<file path="config.mk">
export PLATFORM = sky130hd
export DESIGN_NAME = tmr_irq_status
export DESIGN_NICKNAME = d
export VERILOG_FILES = /design/src/rtl/tmr_irq_pkg.sv /design/src/rtl/tmr_ctl_decode.sv /design/src/rtl/tmr_flag_unit.sv /design/src/rtl/tmr_irq_status.sv
export SDC_FILE = /design/constraint.sdc
export NUM_CORES = 1
export LEC_CHECK = 0
export ABC_AREA = 1
export BUFFER_PORTS_ARGS = -buffer_cell sky130_fd_sc_hd__buf_2
export CAP_MARGIN = 20
export CORE_AREA = 4 4 41 43
export DETAILED_ROUTE_END_ITERATION = 16
export DIE_AREA = 0 0 45 47
export SLEW_MARGIN = 20
export SYNTH_ARGS = -nofsm -noshare
export SYNTH_HDL_FRONTEND = slang
export SYNTH_SLANG_ARGS = --single-unit
</file>
<file path="constraint.sdc">
create_clock -name clk -period 0.8 [get_ports clk]
set_input_delay 0.16 -clock clk [delete_from_list [all_inputs] [get_ports clk]]
set_output_delay 0.16 -clock clk [all_outputs]
set_load 0.1 [all_outputs]
</file>
<file path="src/rtl/tmr_irq_pkg.sv">
package tmr_irq_pkg;
  localparam int NUM_TMR = 2;

  typedef struct packed {
    logic flag;
    logic req;
    logic supp;
  } tmr_state_t;
endpackage

</file>
<file path="src/rtl/tmr_ctl_decode.sv">
module tmr_ctl_decode #(
  parameter int CTL_W   = 8,
  parameter int N       = 2,
  parameter int EN_LSB  = 2,
  parameter int RST_LSB = 4
) (
  input  logic             clk,
  input  logic             rst,
  input  logic             wr,
  input  logic [CTL_W-1:0] wdata,
  output logic [N-1:0]     en,
  output logic [N-1:0]     clr
);
  logic [CTL_W-1:0] wdata_unused;
  assign wdata_unused = wdata;

  always_ff @(posedge clk) begin
    if (rst)     en <= '0;
    else if (wr) en <= wdata[EN_LSB +: N];
  end

  assign clr = wr ? wdata[RST_LSB +: N] : '0;
endmodule

</file>
<file path="src/rtl/tmr_flag_unit.sv">
module tmr_flag_unit
  import tmr_irq_pkg::*;
(
  input  logic clk,
  input  logic rst,
  input  logic ovf,
  input  logic en,
  input  logic clr,
  output logic flag,
  output logic req
);
  tmr_state_t st;

  always_ff @(posedge clk) begin
    if (rst || clr) begin
      st <= '0;
    end else if (ovf && en && !st.supp) begin
      if (!st.flag) begin
        st.flag <= 1'b1;
        st.req  <= 1'b1;
      end else if (st.req) begin
        st.req  <= 1'b0;
        st.supp <= 1'b1;
      end
    end
  end

  assign flag = st.flag;
  assign req  = st.req;
endmodule

</file>
<file path="src/rtl/tmr_irq_status.sv">
module tmr_irq_status
  import tmr_irq_pkg::*;
#(
  parameter int CTL_W   = 8,
  parameter int STAT_W  = 8,
  parameter int EN_LSB  = 2,
  parameter int RST_LSB = 4
) (
  input  logic              clk,
  input  logic              rst,
  input  logic              ovf_a,
  input  logic              ovf_b,
  input  logic              ctl_wr,
  input  logic [CTL_W-1:0]  ctl_data,
  output logic [STAT_W-1:0] status,
  output logic              irq
);
  localparam int N = NUM_TMR;

  logic [N-1:0] ovf_v;
  logic [N-1:0] en_q;
  logic [N-1:0] rst_stb;
  logic [N-1:0] flag_v;
  logic [N-1:0] req_v;

  assign ovf_v = {ovf_b, ovf_a};

  tmr_ctl_decode #(
    .CTL_W(CTL_W), .N(N), .EN_LSB(EN_LSB), .RST_LSB(RST_LSB)
  ) u_dec (
    .clk(clk), .rst(rst), .wr(ctl_wr), .wdata(ctl_data),
    .en(en_q), .clr(rst_stb)
  );

  for (genvar i = 0; i < N; i++) begin : g_tmr
    tmr_flag_unit u_unit (
      .clk(clk), .rst(rst), .ovf(ovf_v[i]), .en(en_q[i]),
      .clr(rst_stb[i]), .flag(flag_v[i]), .req(req_v[i])
    );
  end

  assign status = {{(STAT_W-N){1'b0}}, flag_v};
  assign irq    = |req_v;
endmodule

</file>
After elaboration in Yosys (flattened, before gate mapping)

Cells that the tools add are included.

Register bits: 8
Output and inout port bits: 9
Logic and storage cells: 21

Multiplexer cells: 3
Reductions and logical operators: 11

Operators with widths:

| kind              | count |
|---|---|
| $reduce_and 3->1  | 2 |
| $logic_and 1x1->1 | 4 |
| $logic_not 1->1   | 2 |
| $logic_or 1x1->1  | 2 |
| $mux 1            | 2 |
| $mux 2            | 1 |
| $reduce_or 2->1   | 1 |

Longest topological paths before layout

Gate-level depths: netlist of the first run.

Word-level depth: 3
Mapped depth: 4
Mapped depth without buffers: 4

Hierarchy

A second synthesis of the first run with hierarchy kept.

Cell total of the unflattened synthesis: 63
Area total of the unflattened synthesis: 399.1 um^2

By module, submodules not included:

| module         | times used | cells each | area an instance (um^2) | seq. area each (um^2) |
|---|---|---|---|---|
| tmr_flag_unit  | 2          | 18         | 121.4                   | 60.1 |
| tmr_ctl_decode | 1          | 17         | 96.3                    | 40.0 |
| tmr_irq_status | 1          | 10         | 60.1                    | 0.0 |

Worst setup path before layout of the first run

Ideal clock, no wire load.

Path type: reg2out
From: register, netlist name g_tmr[1].u_unit.req
To: output irq
Arrival time: 0.810 ns
Data required time: 0.640 ns
Path slack: -0.170 ns
Stages on the path, launching flop included: 2
Path through: dfxtp_1 -> or2_2

Longest elaborated chain between the ends: 1

RTL lines:

| what            | RTL line             | RTL |
|---|---|---|
| $reduce_or 2->1 | tmr_irq_status.sv:43 | `assign irq = \|req_v;` |
| end, declared   | tmr_irq_status.sv:16 | `output logic irq` |

Every way passes these cells.

Worst setup path after layout of the first run

From: register, netlist name g_tmr[1].u_unit.req
To: output irq

Longest elaborated chain between the ends: 1

RTL lines:

| what            | RTL line |
|---|---|
| $reduce_or 2->1 | tmr_irq_status.sv:43 |

Every way passes these cells.

==> results.yml, run 1 <==
run_status:
  outcome: "complete, but fails checks"
  violations: "setup timing"
logic_synthesis:
  synth-seq-cells: 8
  synth_cell_type_count: 11
  yosysWarnings: 0
  syn-cell-area_um2: 388
  ys_seq_area_share_pct: 41.3
  synthesis.instances: 56
  avgSynthCellArea_um2: 6.93
worst_setup_path:
  rrSetupSlack_ps: 10
  path_cells: "or2_4 -> buf_12"
  r2r-start: "g_tmr[1].u_unit.flag"
  r2r-end: "g_tmr[1].u_unit.st[0]"
  arrival_ps: 970
  path_delay_family: "flip-flops"
  startpoint: "g_tmr[1].u_unit.req"
  worstSetupEndpointType: "output pin"
  startpoint_type: "flop"
  crit_required_ps: 640
  worstPathMaxFanout: 2
  critPathMaxStageDelay_ps: 310
  path_buf_inv: 1
  slowest_stage: "dfxtp_1"
  worstSetupPathType: "reg2out"
  r2r_cells: 5
route:
  drtAntennaViolNets: 0
  dr.first_iter.drc_count: 5
  top_layer: "met3"
  wl_met3_um: 85
  num_vias: 357
  routed_wirelength_um: 711
  post_drt_wl_per_cell_um: 8.27
  dr_wl_met2_um: 314
  drt-met1-wl_um: 312
  drc: 0
  dr.pass1.iters: 4
  vias_per_cell: 4.15
power_and_ir_drop:
  peakVddDrop_mv: 0.804
  power.leakage_uw: 0.000252
  power_uw: 1020
  p_per_area_nw_per_um2: 1880
timing:
  finClkSkew_ps: 3.86
  rsz0062_at_grt: "true"
  period_minus_slack_ps: 1130
  fin_crit_sh_pct: 141
  fmax_mhz: 889
  worst_slack_ps: -325
  final_max_slew_viol_count: 0
  setup_viol: 3
  timing.setup.tns_ps: -578
  finalHoldViolCount: 0
floorplanning:
  fp.dieArea_um2: 2120
  core_region_area_um2: 1300
  initial_core_util_pct: 29.8
  die_h_um: 47
  fp.dieW_um: 45
  rows: 13
  ios: 22
global_route:
  globalRouteOverflowTotal: 0
  grt_pass1_wl_um: 945
  grt_max_degree: 6
  grt_pass1_vias: 276
  grt_antenna_before_repair: 0
  globalRouteTotalUtil_pct: 6.43
clock_tree:
  clockBufferDepth: 2
  cts.htree.levels: 1
  cts.sinks: 8
  cts_buffers: 3
  worstSkewPairLatency_ps: 240
  clkTransAtPathRegs_ps: 50
  cts_tree: "yes"
  cts_root_buffer: "clkbuf_4"
place:
  dp.cells: 81
  io_buffers: 11
  place_congestion: 0.701
  post-place-ws_ps: -65.5
hold_path:
  hold_end: "u_dec.en[0]"
  hold_depth: 3
  min_from: "ctl_data[2]"
  min_path_type: "in2reg"
finish:
  antennaDiodeCount: 0
  area_growth_pct: 39.7
  fin_cells: 86
  layout-drive-gt1-share_pct: 36.6
  final_cell_mix: "nor2_1 (18), buf_2 (8), inv_1 (6), conb_1 (6), dfxtp_1 (5)"
  final_common_cell: "nor2_1"
  nets: 86
job:
  max_cap_viol_count: 0
sequential cells by signal (all words and copies together), names as in the netlist:
name / flops
g_tmr.u_unit.flag: 2
g_tmr.u_unit.req: 2
g_tmr.u_unit.st: 2
u_dec.en: 2
tightest hold or removal path, stage by stage:
cell,delay (ps)
buf_2,70
nor2_1,30
nor2_1,80
stage by stage:
stage | hold WS, ps | util, % | cell area, um2
finish | 142 | 41.6 | 542
global route | 156 | 41.6 | 542
CTS | 129 | 40.6 | 528
detailed placement | 393 | 37.1 | 483
global placement | 387 | 37.1 | 483
floorplan | 295 | - | 409
how the worst max path moves through the flow:
stage,to,slack [ps],depth (start not counted)
after floorplan,irq,-30,1
after global placement,irq,-60,2
after detailed placement,irq,-70,2
after CTS,irq,-340,2
after global routing,irq,-360,2
final,irq,-330,2
cells by family after synthesis:
kind of cell / after synthesis / share of synthesized area, %
buffers and inverters: 14 / 21.3
AOI/OAI and AO/OA: 4 / 5.16
and+or+nand+nor: 29 / 31.3
other: 1 / 0.967
DFF: 8 / 41.3
Yosys cell counts (all sizes together):
library cell	number	area, um2
a21oi	2	10.0
nand4	2	12.5
inv	6	22.5
nand2	6	22.5
dfxtp	8	160
buf	8	60.1
nor2	20	80.1
conb	1	3.75
o21ai	2	10.0
or2	1	6.26
where the power goes:
group          internal, uW  switching (uW)
Combinational          77.3             229
Clock                   171             120
Sequential              412            11.4
layer usage:
| metal | track usage (%) | vias to the layer above |
|---|---|---|
| met5 | 0 | - |
| met4 | 5.26 | 0 |
| met3 | 2.68 | 0 |
| met2 | 9.89 | 15 |
| met1 | 6.91 | 153 |
| li1 | - | 189 |
layout make-up:
class / instances / area [um2]
clock buffer: 3 / 22.5
fill: 137 / 759
inverter: 6 / 22.5
multi-input combinational: 39 / 171
sequential: 8 / 169
tap: 15 / 18.8
timing repair buffer: 15 / 138
what timing repair did:
action | 4_1_cts | 5_1_grt
setup buffers | 2 | 0
gates resized for setup | 4 | 5
pin swaps | 0 | 4
hold buffers | 0 | 0
setup endpoints to repair | 3 | 7
hold endpoints to repair | 0 | 0
Power figures use the tool's default switching activity.
==> run 2: changes to the inputs <==
CORE_AREA = 2 2 39 41   (was 4 4 41 43)
DIE_AREA = 0 0 41 43   (was 0 0 45 47)
SLEW_MARGIN = 10   (was 20)
==> results.yml, run 2 (synthesis gave the netlist of run 1 again) <==
route:
  dr.first_iter.drc_count: 11
  post_drt_wl_per_cell_um: 7.29
  num_vias: 357
  drtAntennaViolNets: 0
  dr.pass1.iters: 4
  routed_wirelength_um: 634
  drc: 0
  vias_per_cell: 4.10
place:
  io_buffers: 11
  post-place-ws_ps: -70.0
  dp_hpwl_um: 506
  place_congestion: 0.747
worst_setup_path:
  r2r_cells: 5
  slowest_stage: "dfxtp_2"
  path_cells: "or2_4 -> buf_12"
  critPathMaxStageDelay_ps: 310
  worstSetupPathType: "reg2out"
  arrival_ps: 980
  worstPathMaxFanout: 2
  crit_required_ps: 640
  startpoint_type: "flop"
  rrSetupSlack_ps: 10
  worstSetupEndpointType: "output pin"
finish:
  layout-drive-gt1-share_pct: 38.0
  antennaDiodeCount: 0
  seq_area_um2: 170
  final_cell_mix: "nor2_1 (18), buf_2 (8), inv_1 (6), conb_1 (6)"
  final_common_cell: "nor2_1"
  area_growth_pct: 40.3
  multiInputGateArea_um2: 171
  fill_cells: 149
  nets: 86
floorplanning:
  core_region_area_um2: 1380
  fp.dieW_um: 41
  die_h_um: 43
  rows: 14
  fp.dieArea_um2: 1760
  ios: 22
  initial_core_util_pct: 28.0
timing:
  period_minus_slack_ps: 1140
  final_max_slew_viol_count: 0
  worst_slack_ps: -337
  finalHoldViolCount: 0
  setup_viol: 3
  fin_crit_sh_pct: 142
  rsz0062_at_grt: "true"
  fmax_mhz: 880
  finClkSkew_ps: 1.97
power_and_ir_drop:
  power.leakage_uw: 0.000253
  p_per_area_nw_per_um2: 1900
  power.switching_uw: 374
  p_clk_share_pct: 29.5
  peakVddDrop_mv: 1.00
  combPwrFrac_pct: 29.5
  seqPwrFrac_pct: 41.0
  p_sw_share_pct: 36.2
  p_int_uw: 660
  power_uw: 1030
global_route:
  grt_max_degree: 6
  grt_antenna_before_repair: 0
  grt_pass1_vias: 253
  grt_pass1_wl_um: 945
  globalRouteTotalUtil_pct: 8.05
  globalRouteOverflowTotal: 0
clock_tree:
  clockBufferDepth: 2
  cts_tree: "yes"
  cts_hold_buf: 0
  clkTransAtPathRegs_ps: 50
  cts.sinks: 8
  cts_root_buffer: "clkbuf_4"
  cts.htree.levels: 1
  cts_buffers: 3
  worstSkewPairLatency_ps: 250
job:
  max_cap_viol_count: 0
hold_path:
  min_path_type: "in2reg"
  hold_depth: 3
run_status:
  violations: "setup timing"
  outcome: "complete, but fails checks"
-- run 2: cell counts in the layout (fill, tap and decap cells not counted) --
Identical to the previous run, type by type.
-- run 2: power by group through the flow --
stage,clock (uW),sequential (uW),combinational [uW]
after floorplan,0,432,252
after global placement,0,436,291
after detailed placement,0,437,292
after CTS,313,423,304
after global routing,335,425,320
final,305,424,305
-- run 2: stage by stage --
step | instance area (um2) | hold WS [ps] | setup TNS [ps] | instances | utilization, %
final | 544 | 134 | -604 | 87 | 39.3
after floorplan | 409 | 295 | -25.3 | 61 | -
after CTS | 538 | 135 | -683 | 88 | 38.9
after global placement | 484 | 386 | -62.2 | 82 | 35.0
after global routing | 544 | 142 | -714 | 87 | 39.3
after detailed placement | 484 | 395 | -70.0 | 82 | 35.0
-- run 2: layout make-up --
type,count,area share (%)
repair buffers,15,25.3
multi-input cells,39,31.5
inverters,6,4.14
clock buffers,3,4.14
flip-flops and latches,8,31.3
well taps,16,3.68
-- run 2: routing by layer --
| metal | share of wire [%] | vias up | global-route usage, % |
|---|---|---|---|
| met5 | 0 | - | 0 |
| met4 | 0 | 0 | 6.00 |
| met3 | 8.5 | 0 | 3.14 |
| met2 | 46 | 21 | 10.3 |
| met1 | 45 | 148 | 10.4 |
| li1 | - | 188 | - |
-- run 2: critical path: cells and delay by family (launching register included) --
family,cells,cell delay [ps]
buffers and inverters,1,160
DFF,1,310
and+or+nand+nor,1,250
-- run 2: worst paths after layout --
kind | start | to
hold reg to reg | g_tmr[0].u_unit.st[0] | g_tmr[0].u_unit.st[0]
setup / recovery | g_tmr[1].u_unit.req | irq
hold / removal | ctl_data[3] | u_dec.en[1]
setup reg to reg | g_tmr[1].u_unit.flag | g_tmr[1].u_unit.st[0]
-- run 2: repair_timing --
action / in CTS / in global routing
endpoints found under the hold margin: 0 / 0
gates resized for setup: 5 / 5
buffers inserted: 3 / 0
pin swaps: 1 / 4
endpoints found under the setup margin: 3 / 6
==> run 3: changes to the inputs <==
clock period = 1.3 ns   (was 0.8 ns; I/O delays follow)
==> results.yml, run 3 (synthesis gave the netlist of run 1 again) <==
finish:
  final_common_cell: "nor2_1"
  antennaDiodeCount: 0
  nets: 82
  area_growth_pct: 26.8
  fin_area_um2: 492
  layout-drive-gt1-share_pct: 25.4
  final_cell_mix: "nor2_1 (18), dfxtp_1 (8), buf_2 (8)"
worst_setup_path:
  r2r_cells: 4
  crit_required_ps: 1040
  r2r-end: "g_tmr[0].u_unit.st[0]"
  worstSetupEndpointType: "output pin"
  startpoint: "g_tmr[1].u_unit.req"
  worstSetupPathType: "reg2out"
  r2r-start: "g_tmr[0].u_unit.flag"
  crit_end: "irq"
  worstPathMaxFanout: 3
  arrival_ps: 990
  startpoint_type: "flop"
  rrSetupSlack_ps: 530
route:
  post_drt_wl_per_cell_um: 7.70
  vias_per_cell: 3.94
  routed_wirelength_um: 639
  drc: 0
  num_vias: 327
  dr.pass1.iters: 4
  dr.first_iter.drc_count: 3
  drtAntennaViolNets: 0
floorplanning:
  rows: 14
  die_h_um: 43
  initial_core_util_pct: 28.0
  core_region_area_um2: 1380
  ios: 22
  fp.dieArea_um2: 1760
  fp.dieW_um: 41
job:
  max_cap_viol_count: 0
timing:
  rsz0062_at_grt: "false"
  setup_viol: 0
  fin_crit_sh_pct: 95.8
  final_max_slew_viol_count: 0
  timing.setup.tns_ps: 0
  finalHoldViolCount: 0
  period_minus_slack_ps: 1250
  worst_slack_ps: 54.4
  fmax_mhz: 803
  finClkSkew_ps: 3.67
global_route:
  grt_pass1_wl_um: 903
  grt_antenna_before_repair: 0
  globalRouteTotalUtil_pct: 7.86
  grt_max_degree: 6
  grt_pass1_vias: 256
  globalRouteOverflowTotal: 0
clock_tree:
  cts.htree.levels: 1
  cts_hold_buf: 0
  cts_setup_buffers: 0
  clockBufferDepth: 2
  cts_buffers: 3
  cts_root_buffer: "clkbuf_4"
  clkTransAtPathRegs_ps: 50
  cts_resized: 5
  cts.sinks: 8
  worstSkewPairLatency_ps: 240
  cts_tree: "yes"
power_and_ir_drop:
  p_per_area_nw_per_um2: 1260
  power_uw: 621
  power.leakage_uw: 0.000226
  peakVddDrop_mv: 0.511
place:
  post-place-ws_ps: 170
  io_buffers: 11
  dp_hpwl_um: 501
  place_congestion: 0.728
  place_area_um2: 452
hold_path:
  min_from: "ctl_data[3]"
  min_path_type: "in2reg"
  hold_depth: 3
run_status:
  outcome: "finished clean"
## run 3: cell count changes in the layout (fill, tap and decap cells not counted), sizes merged
cell  previous run  this run
buf             15        11
## run 3: worst min path at each step
stage	to	slack, ps
finish	u_dec.en[1]	240
global route	u_dec.en[1]	240
CTS	u_dec.en[1]	240
detailed placement	u_dec.en[1]	490
global placement	u_dec.en[1]	490
floorplan	u_dec.en[0]	390
## run 3: through the flow
step | hold WS, ps | cells | util (%)
after floorplan | 395 | 61 | -
after global placement | 489 | 80 | 32.6
after detailed placement | 486 | 80 | 32.6
after CTS | 238 | 83 | 35.5
after global routing | 241 | 83 | 35.5
final | 241 | 83 | 35.5
## run 3: report_power, final
part | switching, uW | leakage (uW) | internal, uW
Sequential | 9.18 | 0.0000653 | 255
Combinational | 136 | 0.000147 | 39.7
Clock | 75.7 | 0.0000138 | 105
Total | 221 | 0.000226 | 400
## run 3: routing by layer
| layer | global-route usage (%) | part of all wire, % | vias to the layer above | routed length [um] |
|---|---|---|---|---|
| met3 | 3.14 | 7.2 | 0 | 46 |
| met2 | 9.06 | 39 | 13 | 248 |
| met4 | 6.00 | 0 | 0 | 0 |
| li1 | - | - | 180 | - |
| met5 | 0 | 0 | - | 0 |
| met1 | 11.1 | 54 | 134 | 344 |
## run 3: cell type report
type                            count  area, um2
Multi-Input combinational cell     39        166
Fill cell                         152        892
Inverter                            6       22.5
Clock buffer                        3       22.5
Sequential cell                     8        160
Tap cell                           16       20.0
Timing Repair Buffer               11        100
## run 3: critical path: stages (launching register included)
cell	delay, ps
dfxtp_1	320
or2_4	260
buf_12	160
